**src/rtl/pmt_pkg.sv**
```systemverilog
package pmt_pkg;

    typedef enum logic [1:0] {
        MODE_HS  = 2'd0,
        MODE_MS  = 2'd1,
        MODE_SUB = 2'd2
    } pm_mode_e;

    typedef enum logic [1:0] {
        PH_IDLE  = 2'd0,
        PH_OLD   = 2'd1,
        PH_WATCH = 2'd2,
        PH_NEW   = 2'd3
    } pm_phase_e;

    typedef struct packed {
        logic stby;
        logic lowspd;
        logic medspd;
        logic direct;
        logic wsrc;
    } pm_ctrl_t;

endpackage

```
**src/rtl/pmt_decode.sv**
```systemverilog
module pmt_decode
    import pmt_pkg::*;
(
    input  pm_mode_e cur_i,
    input  pm_ctrl_t ctrl_i,
    output logic     valid_o,
    output pm_mode_e tgt_o,
    output logic     via_watch_o
);
    always_comb begin
        valid_o     = 1'b0;
        tgt_o       = cur_i;
        via_watch_o = 1'b0;
        unique case (cur_i)
            MODE_HS: begin
                if (!ctrl_i.stby && !ctrl_i.lowspd && ctrl_i.medspd && ctrl_i.direct) begin
                    valid_o = 1'b1;
                    tgt_o   = MODE_MS;
                end
            end
            MODE_MS: begin
                if (!ctrl_i.stby && !ctrl_i.lowspd && !ctrl_i.medspd && ctrl_i.direct) begin
                    valid_o = 1'b1;
                    tgt_o   = MODE_HS;
                end else if (ctrl_i.stby && ctrl_i.lowspd && ctrl_i.direct && ctrl_i.wsrc) begin
                    valid_o     = 1'b1;
                    tgt_o       = MODE_SUB;
                    via_watch_o = 1'b1;
                end
            end
            MODE_SUB: begin
                if (ctrl_i.stby && !ctrl_i.lowspd && ctrl_i.medspd && ctrl_i.direct && ctrl_i.wsrc) begin
                    valid_o     = 1'b1;
                    tgt_o       = MODE_MS;
                    via_watch_o = 1'b1;
                end
            end
            default: begin
                valid_o = 1'b0;
            end
        endcase
    end
endmodule

```
**src/rtl/pmt_phase_len.sv**
```systemverilog
module pmt_phase_len
    import pmt_pkg::*;
#(
    parameter int CNT_W   = 16,
    parameter int HS_DIV  = 2,
    parameter int MS_DIV  = 16,
    parameter int SUB_DIV = 64,
    parameter int STATES  = 3
) (
    input  pm_mode_e         mode_i,
    output logic [CNT_W-1:0] len_o
);
    localparam logic [CNT_W-1:0] LEN_HS  = CNT_W'(STATES * HS_DIV);
    localparam logic [CNT_W-1:0] LEN_MS  = CNT_W'(STATES * MS_DIV);
    localparam logic [CNT_W-1:0] LEN_SUB = CNT_W'(STATES * SUB_DIV);

    always_comb begin
        unique case (mode_i)
            MODE_HS:  len_o = LEN_HS;
            MODE_MS:  len_o = LEN_MS;
            MODE_SUB: len_o = LEN_SUB;
            default:  len_o = LEN_HS;
        endcase
    end
endmodule

```
**src/rtl/pmt_settle_lut.sv**
```systemverilog
module pmt_settle_lut #(
    parameter int CNT_W = 16,
    parameter int SEL_W = 3,
    parameter int BASE  = 16
) (
    input  logic [SEL_W-1:0] sel_i,
    output logic [CNT_W-1:0] cnt_o
);
    localparam int ENTRIES = 1 << SEL_W;

    logic [CNT_W-1:0] table_w [ENTRIES];

    for (genvar g = 0; g < ENTRIES; g++) begin : g_entry
        assign table_w[g] = CNT_W'(BASE << g);
    end

    assign cnt_o = table_w[sel_i];
endmodule

```
**src/rtl/pmt_ctrl.sv**
```systemverilog
module pmt_ctrl
    import pmt_pkg::*;
#(
    parameter int CNT_W       = 16,
    parameter int HS_DIV      = 2,
    parameter int MS_DIV      = 16,
    parameter int SUB_DIV     = 64,
    parameter int SLEEP_ST    = 2,
    parameter int INTERN_ST   = 1,
    parameter int EXC_ST      = 14,
    parameter int SETTLE_BASE = 16,
    parameter int SEL_W       = 3
) (
    input  logic             clk,
    input  logic             rst_n,
    input  logic             sleep_req,
    input  logic             stby_en,
    input  logic             lowspd_sel,
    input  logic             medspd_sel,
    input  logic             direct_en,
    input  logic             wtimer_src,
    input  logic [SEL_W-1:0] settle_sel,
    output logic [1:0]       mode_o,
    output logic [1:0]       clk_sel_o,
    output logic             xfer_done,
    output logic             req_ignored,
    output logic [CNT_W-1:0] xfer_time
);
    localparam int               PRE_ST = SLEEP_ST + INTERN_ST;
    localparam logic [CNT_W-1:0] ONE    = CNT_W'(1);

    typedef struct packed {
        pm_phase_e        ph;
        pm_mode_e         mode;
        pm_mode_e         csel;
        pm_mode_e         tgt;
        logic             via;
        logic [SEL_W-1:0] ssel;
        logic [CNT_W-1:0] cnt;
        logic [CNT_W-1:0] elap;
        logic [CNT_W-1:0] tim;
        logic             done;
        logic             ign;
    } ctrl_state_t;

    ctrl_state_t st_q, st_d;

    pm_ctrl_t         ctrl_w;
    logic             dec_valid;
    pm_mode_e         dec_tgt;
    logic             dec_via;
    logic [CNT_W-1:0] old_len;
    logic [CNT_W-1:0] new_len;
    logic [CNT_W-1:0] settle_len;
    logic [CNT_W-1:0] watch_len;

    assign ctrl_w = '{stby: stby_en, lowspd: lowspd_sel, medspd: medspd_sel,
                      direct: direct_en, wsrc: wtimer_src};

    pmt_decode u_decode (
        .cur_i       (st_q.mode),
        .ctrl_i      (ctrl_w),
        .valid_o     (dec_valid),
        .tgt_o       (dec_tgt),
        .via_watch_o (dec_via)
    );

    pmt_phase_len #(
        .CNT_W(CNT_W), .HS_DIV(HS_DIV), .MS_DIV(MS_DIV), .SUB_DIV(SUB_DIV), .STATES(PRE_ST)
    ) u_old_len (
        .mode_i (st_q.mode),
        .len_o  (old_len)
    );

    pmt_phase_len #(
        .CNT_W(CNT_W), .HS_DIV(HS_DIV), .MS_DIV(MS_DIV), .SUB_DIV(SUB_DIV), .STATES(EXC_ST)
    ) u_new_len (
        .mode_i (st_q.tgt),
        .len_o  (new_len)
    );

    pmt_settle_lut #(
        .CNT_W(CNT_W), .SEL_W(SEL_W), .BASE(SETTLE_BASE)
    ) u_settle (
        .sel_i (st_q.ssel),
        .cnt_o (settle_len)
    );

    // Entering subactive needs no restart wait; leaving it waits for the oscillator.
    assign watch_len = (st_q.tgt == MODE_SUB) ? ONE : settle_len;

    always_comb begin
        st_d      = st_q;
        st_d.done = 1'b0;
        st_d.ign  = 1'b0;
        unique case (st_q.ph)
            PH_IDLE: begin
                if (sleep_req) begin
                    if (dec_valid) begin
                        st_d.ph   = PH_OLD;
                        st_d.tgt  = dec_tgt;
                        st_d.via  = dec_via;
                        st_d.ssel = settle_sel;
                        st_d.cnt  = old_len;
                        st_d.elap = '0;
                    end else begin
                        st_d.ign = 1'b1;
                    end
                end
            end
            PH_OLD: begin
                st_d.elap = st_q.elap + ONE;
                if (st_q.cnt <= ONE) begin
                    if (st_q.via) begin
                        st_d.ph  = PH_WATCH;
                        st_d.cnt = watch_len;
                    end else begin
                        st_d.ph   = PH_NEW;
                        st_d.cnt  = new_len;
                        st_d.csel = st_q.tgt;
                    end
                end else begin
                    st_d.cnt = st_q.cnt - ONE;
                end
            end
            PH_WATCH: begin
                st_d.elap = st_q.elap + ONE;
                if (st_q.cnt <= ONE) begin
                    st_d.ph   = PH_NEW;
                    st_d.cnt  = new_len;
                    st_d.csel = st_q.tgt;
                end else begin
                    st_d.cnt = st_q.cnt - ONE;
                end
            end
            PH_NEW: begin
                st_d.elap = st_q.elap + ONE;
                if (st_q.cnt <= ONE) begin
                    st_d.ph   = PH_IDLE;
                    st_d.mode = st_q.tgt;
                    st_d.done = 1'b1;
                    st_d.tim  = st_q.elap + ONE;
                end else begin
                    st_d.cnt = st_q.cnt - ONE;
                end
            end
            default: st_d.ph = PH_IDLE;
        endcase
    end

    always_ff @(posedge clk or negedge rst_n) begin
        if (!rst_n) begin
            st_q <= '{ph: PH_IDLE, mode: MODE_HS, csel: MODE_HS, tgt: MODE_HS,
                      via: 1'b0, ssel: '0, cnt: '0, elap: '0, tim: '0,
                      done: 1'b0, ign: 1'b0};
        end else begin
            st_q <= st_d;
        end
    end

    assign mode_o      = st_q.mode;
    assign clk_sel_o   = st_q.csel;
    assign xfer_done   = st_q.done;
    assign req_ignored = st_q.ign;
    assign xfer_time   = st_q.tim;

    assert_done_pulse_R7: assert property (@(posedge clk) disable iff (!rst_n)
        xfer_done |=> !xfer_done);

    assert_mode_moves_on_done_R7: assert property (@(posedge clk) disable iff (!rst_n)
        !$stable(mode_o) |-> xfer_done);

    assert_ignore_keeps_mode_R8: assert property (@(posedge clk) disable iff (!rst_n)
        req_ignored |-> (!xfer_done && $stable(mode_o) && $stable(clk_sel_o)));

    assert_clk_switch_at_boundary_R6: assert property (@(posedge clk) disable iff (!rst_n)
        !$stable(clk_sel_o) |-> (st_q.ph == PH_NEW && clk_sel_o == st_q.tgt));

    assert_ignore_only_when_idle_R9: assert property (@(posedge clk) disable iff (!rst_n)
        req_ignored |-> $past(st_q.ph == PH_IDLE));

endmodule

```
**config.mk**
```make
export PLATFORM = sky130hd
export DESIGN_NAME = pmt_ctrl
export DESIGN_NICKNAME = d
export VERILOG_FILES = /design/src/rtl/pmt_pkg.sv /design/src/rtl/pmt_decode.sv /design/src/rtl/pmt_phase_len.sv /design/src/rtl/pmt_settle_lut.sv /design/src/rtl/pmt_ctrl.sv
export SDC_FILE = /design/constraint.sdc
export NUM_CORES = 1
export LEC_CHECK = 0
export ABC_AREA = 1
export BUFFER_PORTS_ARGS = -buffer_cell sky130_fd_sc_hd__buf_2
export CAP_MARGIN = 25
export CORE_MARGIN = 1.5
export CORE_UTILIZATION = 55
export DETAILED_ROUTE_END_ITERATION = 10
export GPL_TIMING_DRIVEN = 0
export PLACE_DENSITY = 0.77
export REMOVE_ABC_BUFFERS = 1
export SYNTH_ARGS = -nofsm -noshare
export SYNTH_HDL_FRONTEND = slang
export SYNTH_HIERARCHICAL = 1
export SYNTH_SLANG_ARGS = --single-unit
export TNS_END_PERCENT = 1
```
**constraint.sdc**
```tcl
create_clock -name clk -period 1.9 [get_ports clk]
set_input_delay 0.285 -clock clk [delete_from_list [all_inputs] [get_ports clk]]
set_output_delay 0.285 -clock clk [all_outputs]
set_load 0.02 [all_outputs]
```
==> flow_summary_export.csv <==
group,metric,value,unit
cts,cts.sinks,62,
power,power_density,541.6,nW/um^2
sta,fmax,553.4,MHz
worst_setup_path,endpoint_kind,"flop",
finish,syn_to_final_growth,8.790,%
cts,numCtsBuffers,9,
synth,yosysSeqAreaShare,0.3395,
sta,clock_skew,12.37,ps
sta,slew-limit-headroom,0.4598,
cts,hold_buffers,0,
worst_setup_path,path_cells,"buf_6 > ha_4 > nand3_4 > nand2_1 > inv_1 > a21oi_2 > nand2_1 > inv_2 > nor2_4 > clkinv_4 > nand2_4 > nor2_1 > nand2_1 > nand2_1",
worst_setup_path,cp.required,2130,ps
synth,synth-simple-area-share,0.3524,
cts,cts_buffer_depth,2,
die,die-height,94.15,um
synth,synth_compound_area_frac,0.06106,
synth,synth_area_per_cell,6.779,um^2
routing,drt_iter0_drc,227,
global_routing,grt_max_degree,63,
synth,muxShareOfSynthArea,0.007393,
finish,final_util,0.6111,
sta,setup_violations,0,
sta,hold_violations,0,
sta,holdWs,28.91,ps
worst_setup_path,cp_slowest_cell,"dfrtp_2",
worst_setup_path,worstPathArrival,2040,ps
synth,synthesis.area,4569,um^2
power,total_power,2.692,mW
global_routing,grtUsageMet2,0.4520,
synth,synth-seq-cells,62,
worst_setup_path,path_class,"flop to flop",
power,total_leakage_power,2.693,nW
synth,synth_top_family_by_area,"simple AND/OR/NAND/NOR gates",
sta,final-max-slew-violation-count,0,
flow_run,cap_violations,0,
die,rows,33,
global_routing,grtUsageMet1,0.2887,
sta,fin_crit,1807,ps
finish,num_antenna_cells,0,
routing,wire_per_inst,12.98,um
global_routing,overflow,0,
synth,yosys_warnings,6,
worst_setup_path,r2r-start,"mode_o[1]",
global_routing,grtUsageTotal,0.2450,
worst_setup_path,worstSetupStartpointType,"flop",
global_routing,grt_pass1_vias,3874,
worst_setup_path,endpoint,"st_q[39]",
routing,routed_wirelength,10330,um
die,core_area,8134,um^2
worst_setup_path,reg2reg_depth,14,
worst_setup_path,cpMostUsedCell,"nand2_1",
routing,num_vias,4026,
synth,synthDistinctLibCells,37,
cts,cts_max_level,3,
cts,path_clk_slew,70,ps
finish,fill_cells,734,
worst_setup_path,ff2ff_setup_slack,90,ps
sta,rsz0062_at_grt,"yes",
global_routing,grt_util_met3,0.05178,
routing,drc,0,
global_routing,grt.busiest_layer,"met2",
finish,drive_gt1_frac,0.1635,
global_routing,grt_first_pass_wirelength,17050,um
cts,cts_root_buf,"clkbuf_8",
worst_setup_path,crit_fanout,7,
placed_design,gp_congestion,0.9099,
cts,clk-insertion-delay-late,340,ps
placed_design,dp.final_hpwl,6744,um
sta,finalSetupTns,0,ps
die,start_util,0.5618,
synth,synthXorXnorAreaFrac,0.03067,
power,ir_worst_vdd,426.8,uV
run_status,status,"finished clean",
cts,cts_tree,"done",
die,io_pins,33,
worst_setup_path,r2r_end,"st_q[39]",
global_routing,grt_antenna_before_repair,0,
routing,final_antenna_net_count,0,
sta,max_slew.worst_pin.slew,810.3,ps
finish,nNetsFinal,713,
synth,synthCells,674,
routing,via_per_inst,5.058,
routing,firstDrtPassIters,6,
sta,fin_crit_sh,0.9511,
placed_design,port-buffer-count,32,
hold_path,min_path_type,"primary input to asynchronous set/reset pin",
worst_setup_path,startpoint,"mode_o[1]",
die,dieArea,8864,um^2
worst_setup_path,max_stage_delay,450,ps
synth,synth_fa_ha_area_frac,0.04107,
die,die_w,94.15,um
where the power goes:
part           internal, mW  leakage (nW)  switching (mW)
Sequential             1.32         0.799               0
Clock                 0.772         0.107           0.533
Combinational        0.0164          1.79          0.0515
Total                  2.11          2.69           0.585
repair_timing:
item / 4_1_cts / 5_1_grt
gates cloned: 1 / 2
setup endpoints to repair: 40 / 35
setup buffers: 8 / 6
pin swaps: 3 / 4
resized for setup: 19 / 34
logic make-up (layout without fill, tap and decap cells):
logic type                 Yosys count  in the layout
buffers and inverters              140            131
AOI/OAI and AO/OA                   51             51
other                                3             26
and+or+nand+nor                    384            387
xor gates and xnor gates            16             16
DFF                                 62             62
muxes                                3              3
adders and majority gates           15             15
metal layers:
metal,vias up,routed length [um],part of all wire
li1,2038,-,-
met5,-,0,0
met3,17,385,0.037
met2,87,5330,0.52
met4,0,150,0.015
met1,1884,4462,0.43
worst min path at each step:
stage	slack, ps	to	startpoint	cells past startpoint
6_report	30	st_q[51]	rst_n	1
5_1_grt	90	st_q[51]	rst_n	1
4_1_cts	60	st_q[51]	rst_n	1
3_5_place_dp	430	st_q[51]	rst_n	1
3_3_place_gp	460	xfer_time[14]	xfer_time[14]	2
2_1_floorplan	-10	clk_sel_o[0]	rst_n	0
state kept, by name (all words and copies together) (netlist names):
register     cells
req_ignored      1
xfer_done        1
xfer_time       16
clk_sel_o        2
st_q            40
mode_o           2
worst max-delay path, delay by kind of cell (launching register included):
kind                     cells  cell delay, ps
adder cells (fa/ha/maj)      1             160
flip-flops                   1             450
AO/OA/AOI/OAI                1              50
AND/OR/NAND/NOR              8             630
buffers and inverters        4             390
metrics by stage:
stage / setup slack (ps) / cells / cell area [um^2]
2_1_floorplan: -313.5 / 627 / 4165
3_3_place_gp: -772.5 / 764 / 4457
3_5_place_dp: -816.9 / 764 / 4459
4_1_cts: -8.507 / 788 / 4791
5_1_grt: -20.42 / 796 / 4971
6_report: 92.94 / 796 / 4971
cells in the mapped netlist:
master | n | area [um^2]
nand2_1 | 221 | 829.6
nor2_1 | 82 | 307.8
inv_1 | 65 | 244.0
dfrtp_1 | 62 | 1551
buf_4 | 54 | 405.4
nand3_1 | 54 | 270.3
o21ai_0 | 27 | 135.1
ha_1 | 15 | 187.7
xor2_1 | 13 | 113.9
clkbuf_1 | 9 | 33.78
a21oi_1 | 8 | 40.04
o22ai_1 | 7 | 43.79
buf_2 | 5 | 25.02
nand4_1 | 5 | 31.28
nor3_1 | 5 | 25.02
inv_2 | 4 | 15.01
o21ai_1 | 4 | 20.02
conb_1 | 3 | 11.26
mux2_2 | 3 | 33.78
nand2_2 | 3 | 18.77
or2_2 | 3 | 18.77
xnor2_1 | 3 | 26.28
a21o_1 | 2 | 15.01
nand2_4 | 2 | 22.52
nor2_2 | 2 | 12.51
nor2_4 | 2 | 22.52
a21boi_0 | 1 | 7.510
a21oi_2 | 1 | 8.760
and2_1 | 1 | 6.260
buf_6 | 1 | 11.26
buf_8 | 1 | 15.01
inv_4 | 1 | 6.260
nand3_2 | 1 | 10.01
nand3b_1 | 1 | 7.510
nor2_8 | 1 | 20.02
nor3b_1 | 1 | 7.510
o21ai_2 | 1 | 8.760
cell type report:
class,instances,area [um^2],area share
sequential,62,1554,0.3126
tap,105,131.4,0.02643
clock buffer,12,145.1,0.02920
timing repair buffer,46,275.3,0.05537
multi-input combinational,498,2499,0.5026
inverter,70,297.8,0.05990
clock inverter,3,68.82,0.01384
cell usage in the layout (no fill, tap or decap), types with 3 or more instances in the layout:
master / n
a21oi_1: 8
buf_2: 31
buf_4: 13
clkbuf_8: 10
conb_1: 26
dfrtp_1: 60
ha_1: 10
ha_4: 3
inv_1: 57
inv_2: 5
mux2_2: 3
nand2_1: 216
nand2_2: 6
nand2_4: 6
nand3_1: 52
nand4_1: 5
nor2_1: 79
nor2_2: 4
nor2_4: 3
nor3_1: 5
o21ai_0: 23
o21ai_1: 8
o22ai_1: 5
or2_2: 3
xnor2_1: 3
xor2_1: 13
Power figures use the tool's default switching activity.
